**src/rtl/stall_mon_pkg.sv**
```systemverilog
package stall_mon_pkg;
  localparam int CAUSE_NUM = 6;
  localparam int FRAC_SHIFT = 8;

  typedef enum logic [2:0] {
    CAUSE_BR_MISS = 3'd0,
    CAUSE_L2_MISS = 3'd1,
    CAUSE_IC_MISS = 3'd2,
    CAUSE_DC_MISS = 3'd3,
    CAUSE_ISSUE   = 3'd4,
    CAUSE_WINDOW  = 3'd5
  } cause_e;
endpackage

```
**src/rtl/sat_counter.sv**
```systemverilog
module sat_counter #(
  parameter int CNT_W = 24
) (
  input  logic             clk_i,
  input  logic             rst_ni,
  input  logic             clear_i,
  input  logic             inc_i,
  output logic [CNT_W-1:0] next_o
);
  localparam logic [CNT_W-1:0] CNT_MAX = {CNT_W{1'b1}};

  logic [CNT_W-1:0] cnt_q;

  // value including this cycle's event, used by the closing compare
  assign next_o = (inc_i && cnt_q != CNT_MAX) ? cnt_q + 1'b1 : cnt_q;

  always_ff @(posedge clk_i or negedge rst_ni) begin
    if (!rst_ni)      cnt_q <= '0;
    else if (clear_i) cnt_q <= '0;
    else              cnt_q <= next_o;
  end

  AST_SAT_HOLD: assert property (@(posedge clk_i) disable iff (!rst_ni)
    (cnt_q == CNT_MAX && !clear_i) |=> cnt_q == CNT_MAX);
  AST_CLEAR_ZERO: assert property (@(posedge clk_i) disable iff (!rst_ni)
    clear_i |=> cnt_q == '0);
endmodule

```
**src/rtl/retire_window.sv**
```systemverilog
module retire_window #(
  parameter int WINDOW_INSTR = 10000,
  parameter int RET_MAX      = 8,
  parameter int RET_W        = 4
) (
  input  logic             clk_i,
  input  logic             rst_ni,
  input  logic [RET_W-1:0] retire_cnt_i,
  output logic             close_o
);
  localparam int ACC_W = $clog2(WINDOW_INSTR + RET_MAX + 1);

  logic [ACC_W-1:0] acc_q, acc_sum;
  logic [RET_W-1:0] ret_clamped;

  assign ret_clamped = (int'(retire_cnt_i) > RET_MAX) ? RET_W'(RET_MAX) : retire_cnt_i;
  assign acc_sum = acc_q + ACC_W'(ret_clamped);
  assign close_o = (int'(acc_sum) >= WINDOW_INSTR);

  always_ff @(posedge clk_i or negedge rst_ni) begin
    if (!rst_ni)      acc_q <= '0;
    else if (close_o) acc_q <= '0;
    else              acc_q <= acc_sum;
  end

  AST_ACC_BELOW_WINDOW: assert property (@(posedge clk_i) disable iff (!rst_ni)
    int'(acc_q) < WINDOW_INSTR);
endmodule

```
**src/rtl/threshold_cmp.sv**
```systemverilog
module threshold_cmp
  import stall_mon_pkg::*;
#(
  parameter int NUM_TYPES = 4,
  parameter int THR_W     = 8,
  parameter int CNT_W     = 24,
  parameter int TYPE_W    = 2
) (
  input  logic [TYPE_W-1:0]                    core_type_i,
  input  logic [NUM_TYPES*CAUSE_NUM*THR_W-1:0] thr_bank_i,
  input  logic [CAUSE_NUM-1:0][CNT_W-1:0]      stall_cnt_i,
  input  logic [CNT_W-1:0]                     cycle_cnt_i,
  output logic [CAUSE_NUM-1:0]                 over_o
);
  localparam int PROD_W = CNT_W + THR_W;

  for (genvar k = 0; k < CAUSE_NUM; k++) begin : g_cause
    logic [THR_W-1:0]  thr;
    logic [PROD_W-1:0] lhs, rhs;
    assign thr = thr_bank_i[(int'(core_type_i)*CAUSE_NUM + k)*THR_W +: THR_W];
    // count * 2^THR_W > t * cycles  <=>  count/cycles > t/2^THR_W
    assign lhs = {stall_cnt_i[k], {THR_W{1'b0}}};
    assign rhs = PROD_W'(thr) * PROD_W'(cycle_cnt_i);
    assign over_o[k] = lhs > rhs;
  end
endmodule

```
**src/rtl/stall_mon.sv**
```systemverilog
module stall_mon
  import stall_mon_pkg::*;
#(
  parameter int WINDOW_INSTR = 10000,
  parameter int CNT_W        = 24,
  parameter int THR_W        = 8,
  parameter int NUM_TYPES    = 4,
  parameter int RET_MAX      = 8,
  localparam int RET_W       = $clog2(RET_MAX + 1),
  localparam int TYPE_W      = (NUM_TYPES > 1) ? $clog2(NUM_TYPES) : 1,
  localparam int BANK_W      = NUM_TYPES * CAUSE_NUM * THR_W
) (
  input  logic                 clk_i,
  input  logic                 rst_ni,
  input  logic [CAUSE_NUM-1:0] stall_i,
  input  logic [RET_W-1:0]     retire_cnt_i,
  input  logic [TYPE_W-1:0]    core_type_i,
  input  logic [BANK_W-1:0]    thr_bank_i,
  output logic [CAUSE_NUM-1:0] flags_o,
  output logic                 done_o
);
  logic                            close;
  logic [CNT_W-1:0]                cycle_next;
  logic [CAUSE_NUM-1:0][CNT_W-1:0] stall_next;
  logic [CAUSE_NUM-1:0]            over;
  logic [CAUSE_NUM-1:0]            flags_q;
  logic                            done_q;

  retire_window #(
    .WINDOW_INSTR(WINDOW_INSTR), .RET_MAX(RET_MAX), .RET_W(RET_W)
  ) u_window (
    .clk_i(clk_i), .rst_ni(rst_ni), .retire_cnt_i(retire_cnt_i), .close_o(close)
  );

  sat_counter #(.CNT_W(CNT_W)) u_cycle_cnt (
    .clk_i(clk_i), .rst_ni(rst_ni), .clear_i(close), .inc_i(1'b1), .next_o(cycle_next)
  );

  for (genvar k = 0; k < CAUSE_NUM; k++) begin : g_stall
    sat_counter #(.CNT_W(CNT_W)) u_cnt (
      .clk_i(clk_i), .rst_ni(rst_ni), .clear_i(close), .inc_i(stall_i[k]),
      .next_o(stall_next[k])
    );
  end

  threshold_cmp #(
    .NUM_TYPES(NUM_TYPES), .THR_W(THR_W), .CNT_W(CNT_W), .TYPE_W(TYPE_W)
  ) u_cmp (
    .core_type_i(core_type_i), .thr_bank_i(thr_bank_i), .stall_cnt_i(stall_next),
    .cycle_cnt_i(cycle_next), .over_o(over)
  );

  always_ff @(posedge clk_i or negedge rst_ni) begin
    if (!rst_ni) begin
      flags_q <= '0;
      done_q  <= 1'b0;
    end else begin
      done_q <= close;
      if (close) flags_q <= over;
    end
  end

  assign flags_o = flags_q;
  assign done_o  = done_q;

  AST_FLAGS_HOLD: assert property (@(posedge clk_i) disable iff (!rst_ni)
    !close |=> $stable(flags_o));
  AST_DONE_FOLLOWS_CLOSE: assert property (@(posedge clk_i) disable iff (!rst_ni)
    close |=> done_o);
  AST_NO_STALL_NO_FLAG: assert property (@(posedge clk_i) disable iff (!rst_ni)
    (close && stall_next[0] == '0) |=> !flags_o[0]);

  if (WINDOW_INSTR > 2 * RET_MAX) begin : g_pulse_chk
    AST_DONE_SINGLE: assert property (@(posedge clk_i) disable iff (!rst_ni)
      done_o |=> !done_o);
  end
endmodule

```
**config.mk**
```make
export PLATFORM = sky130hd
export DESIGN_NAME = stall_mon
export DESIGN_NICKNAME = d
export VERILOG_FILES = /design/src/rtl/stall_mon_pkg.sv /design/src/rtl/sat_counter.sv /design/src/rtl/retire_window.sv /design/src/rtl/threshold_cmp.sv /design/src/rtl/stall_mon.sv
export SDC_FILE = /design/constraint.sdc
export NUM_CORES = 2
export LEC_CHECK = 0
export BUFFER_PORTS_ARGS = -buffer_cell sky130_fd_sc_hd__buf_2
export CAP_MARGIN = 5
export CORE_MARGIN = 3
export CORE_UTILIZATION = 62
export DETAILED_ROUTE_END_ITERATION = 12
export PLACE_DENSITY = 0.8
export SLEW_MARGIN = 40
export SYNTH_ARGS = -nofsm -noshare
export SYNTH_HDL_FRONTEND = slang
export SYNTH_HIERARCHICAL = 1
export SYNTH_SLANG_ARGS = --single-unit
```
**constraint.sdc**
```tcl
create_clock -name clk_i -period 14.2 [get_ports clk_i]
set_input_delay 4.26 -clock clk_i [delete_from_list [all_inputs] [get_ports clk_i]]
set_output_delay 4.26 -clock clk_i [all_outputs]
set_load 0.01 [all_outputs]
```
==> flow_summary_export.csv <==
group,metric,value,unit
global_route,gr-total-overflow,0,
power_and_ir_drop,power.sequential.fraction,0.054,
detailed_routing,drtPass1Iterations,5,
clocking,cts-root-buf,"clkbuf_16",
synthesis,ys_ff_latch,189,
synthesis,yosysTopAreaCell,"fa_1",
synthesis,yosys_most_used_dff,"dfrtp_1",
setup_path,crit_family,"adder cells",
timing,setup_tns,0,ns
synthesis,syn_inst,5904,
final_layout,fin_util,0.660,
place,place_congestion,0.949,
global_route,grt_max_degree,79,
timing,rsz0062_at_grt,"no",
detailed_routing,num_vias,42500,
timing,worst_pin_slew,0.850,ns
setup_path,startpoint,"core_type_i[1]",
final_layout,final_cell_count_no_fill,7048,
outcome,status,"completed",
setup_path,cpPeakStageDelay,0.88,ns
die,num_rows,106,
synthesis,async_flop_share,1.00,
timing,fin_crit_sh,0.875,
synthesis,synth.distinct_cells,94,
detailed_routing,wirelength,135000,um
setup_path,reg2reg_slack,4.94,ns
setup_path,slowest_stage,"ha_2",
synthesis,yosysSeqAreaShare,0.0899,
detailed_routing,avgViaCountPerCell,6.04,
die,dieArea,88400,sq um
die,core,83800,sq um
setup_path,cp.required,14.62,ns
timing,maxSlewViolCount,0,
timing,finalHoldViolations,0,
clocking,cts_made_buffers,17,
clocking,clock_latency,0.53,ns
place,port_buffers,212,
global_route,antenna_found_initial,3,
setup_path,crit_cells,30,
flow_run,drv_cap,0,
synthesis,ys_warn_count,6,
hold_path,hp-start,"flags_o[5]",
place,placed_cells_incl_taps,7015,
clocking,cts_setup_buffers,0,
power_and_ir_drop,switching_power,7.77,mW
final_layout,final_nets,7369,
final_layout,syn2layout_area_growth,5.21,%
setup_path,worst_ep_arrival_time,12.84,ns
setup_path,start_kind,"primary input",
hold_path,min_path_type,"reg2reg",
synthesis,synth_area_leaders,"fa_1 (30%), ha_1 (11%), dfrtp_1 (9.0%)",
global_route,grt_pass1_wl,222000,um
synthesis,syn_avg_cell_area,8.91,sq um
clocking,clk_path_buf_depth,2,
global_route,grt_pass1_vias,45000,
final_layout,drive_gt1_frac,0.0954,
timing,fmax,80.5,MHz
timing,setup_violations,0,
power_and_ir_drop,p_per_area,260,nW/um^2
setup_path,worstSetupEndpointType,"flip-flop",
setup_path,critPathCapture,"flags_o[1]",
clocking,cts_tree,"yes",
setup_path,reg2reg_from,"u_cycle_cnt/cnt_q[0]",
place,place_hpwl,103000,um
die,die_x,297,um
timing,fin_crit,12.43,ns
power_and_ir_drop,max-vdd-ir-drop,0.000373,V
power_and_ir_drop,p_int,6.62,mW
synthesis,synth_enable_flop_cells,0,
die,initial_utilization,0.628,
detailed_routing,first_iter_violations,2775,
clocking,clk_pin_slew,0.07,ns
synthesis,synth_top_cell_area_share,0.302,
power_and_ir_drop,pwr-share-clk,0.038,
die,pin_count,213,
setup_path,worstReg2RegEnd,"flags_o[4]",
power_and_ir_drop,p_comb_frac,0.908,
clocking,cts_hold_buf,0,
final_layout,final_area,55300,sq um
final_layout,final_cell_mix,"inv_1 (799), fa_1 (793), nand2_1 (677)",
global_route,gr-usage-all-layers,0.310,
detailed_routing,route.detailed.drc,0,
setup_path,crit_top_cell,"fa_1",
synthesis,synth_area,52600,sq um
timing,fin_worst_skew,0.0174,ns
final_layout,fill_cells,6795,
power_and_ir_drop,swShare,0.540,
clocking,cts_resized,0,
clocking,cts_max_level,4,
timing,slew_headroom,0.433,
setup_path,worst-path-buf-inv,4,
detailed_routing,ant_nets,0,
clocking,cts.sinks,189,
die,die_y,297,um
place,place_area,54700,sq um
setup_path,critical_path_class,"in2reg",
setup_path,reg2regPathDepth,35,
detailed_routing,wl_per_cell,19.2,um
final_layout,layout_commonest_cell,"inv_1",
power_and_ir_drop,leakagePower,26.5,nW
setup_path,cp_max_fo,26,
==> layer usage <==
layer	wire length, um	global-route usage
met1	50400	0.362
met2	67800	0.550
met3	11300	0.0678
met4	5420	0.128
met5	13	0
==> Yosys cell counts, drive strengths merged (6+ instances only) <==
cell type  count
and2         668
mux2i          8
xnor2        143
nand4        115
a21oi        247
mux4          64
xor2         151
a211o          7
a21boi         6
a311oi        10
fa           793
a22oi         17
o21a          19
or3           27
nor2b        169
ha           470
a211oi        34
nand2        678
nand2b        32
o21ai        124
nor2         148
o31ai         13
nor3          31
o21bai        21
a41oi          6
a21bo          8
nor4          32
nor4b          8
a21o         119
clkbuf       228
dfrtp        189
or2            7
o211ai        10
nand3         79
o22ai         11
buf           80
mux2          72
and2b         22
and3          64
a2111oi       30
a31oi         47
inv          799
and4          35
nand4b        11
==> state kept, by name, summed over array words and instances, names as in the netlist <==
register and flops:
u_window/acc_q 14, flags_o 6, g_stall.u_cnt/cnt_q 144, done_o 1, u_cycle_cnt/cnt_q 24
==> power groups by stage <==
| stage | registers, mW | logic (mW) | clock network, mW |
|---|---|---|---|
| 2_1_floorplan | 0.744 | 10.1 | 0 |
| 3_3_place_gp | 0.776 | 12.5 | 0 |
| 3_5_place_dp | 0.780 | 12.9 | 0 |
| 4_1_cts | 0.774 | 13.0 | 0.559 |
| 5_1_grt | 0.796 | 14.9 | 0.577 |
| 6_report | 0.778 | 13.1 | 0.540 |
==> worst min path at each step <==
stage | to | cells after the start
floorplan | g_stall[0].u_cnt/cnt_q[23] | 1
global placement | flags_o[5] | 1
detailed placement | flags_o[0] | 1
CTS | flags_o[0] | 1
global route | flags_o[0] | 1
finish | flags_o[5] | 1
==> cell type report <==
| type | count | area [sq um] | area share |
|---|---|---|---|
| multi-input combinational | 4613 | 44000 | 0.795 |
| sequential | 189 | 4730 | 0.0855 |
| inverter | 799 | 3000 | 0.0542 |
| timing repair buffer | 280 | 1600 | 0.0289 |
| tap | 1134 | 1420 | 0.0256 |
| clock buffer | 19 | 433 | 0.00782 |
| clock inverter | 13 | 189 | 0.00341 |
| antenna | 1 | 2.50 | 0.0000452 |
==> cell families (layout without fill, tap and decap cells) <==
kind of cell,after synthesis,after routing,synth area share
and+or+nand+nor,2132,2132,0.220
DFF,189,189,0.0899
muxes,144,144,0.0448
buffers and inverters,1107,1111,0.0829
other,1,7,0.0000713
xor gates and xnor gates,294,294,0.0490
adders and majority gates,1263,1263,0.414
AOI/OAI and AO/OA,774,774,0.0996
==> stage by stage <==
| step | total power, mW | hold slack, ns | setup slack [ns] |
|---|---|---|---|
| floorplan | 10.8 | 0.519 | 1.39 |
| global placement | 13.3 | 0.495 | 1.45 |
| detailed placement | 13.7 | 0.500 | 1.28 |
| CTS | 14.4 | 0.517 | 1.81 |
| global route | 16.3 | 0.533 | 1.19 |
| finish | 14.4 | 0.509 | 1.77 |
(Power assumes the default switching activity.)
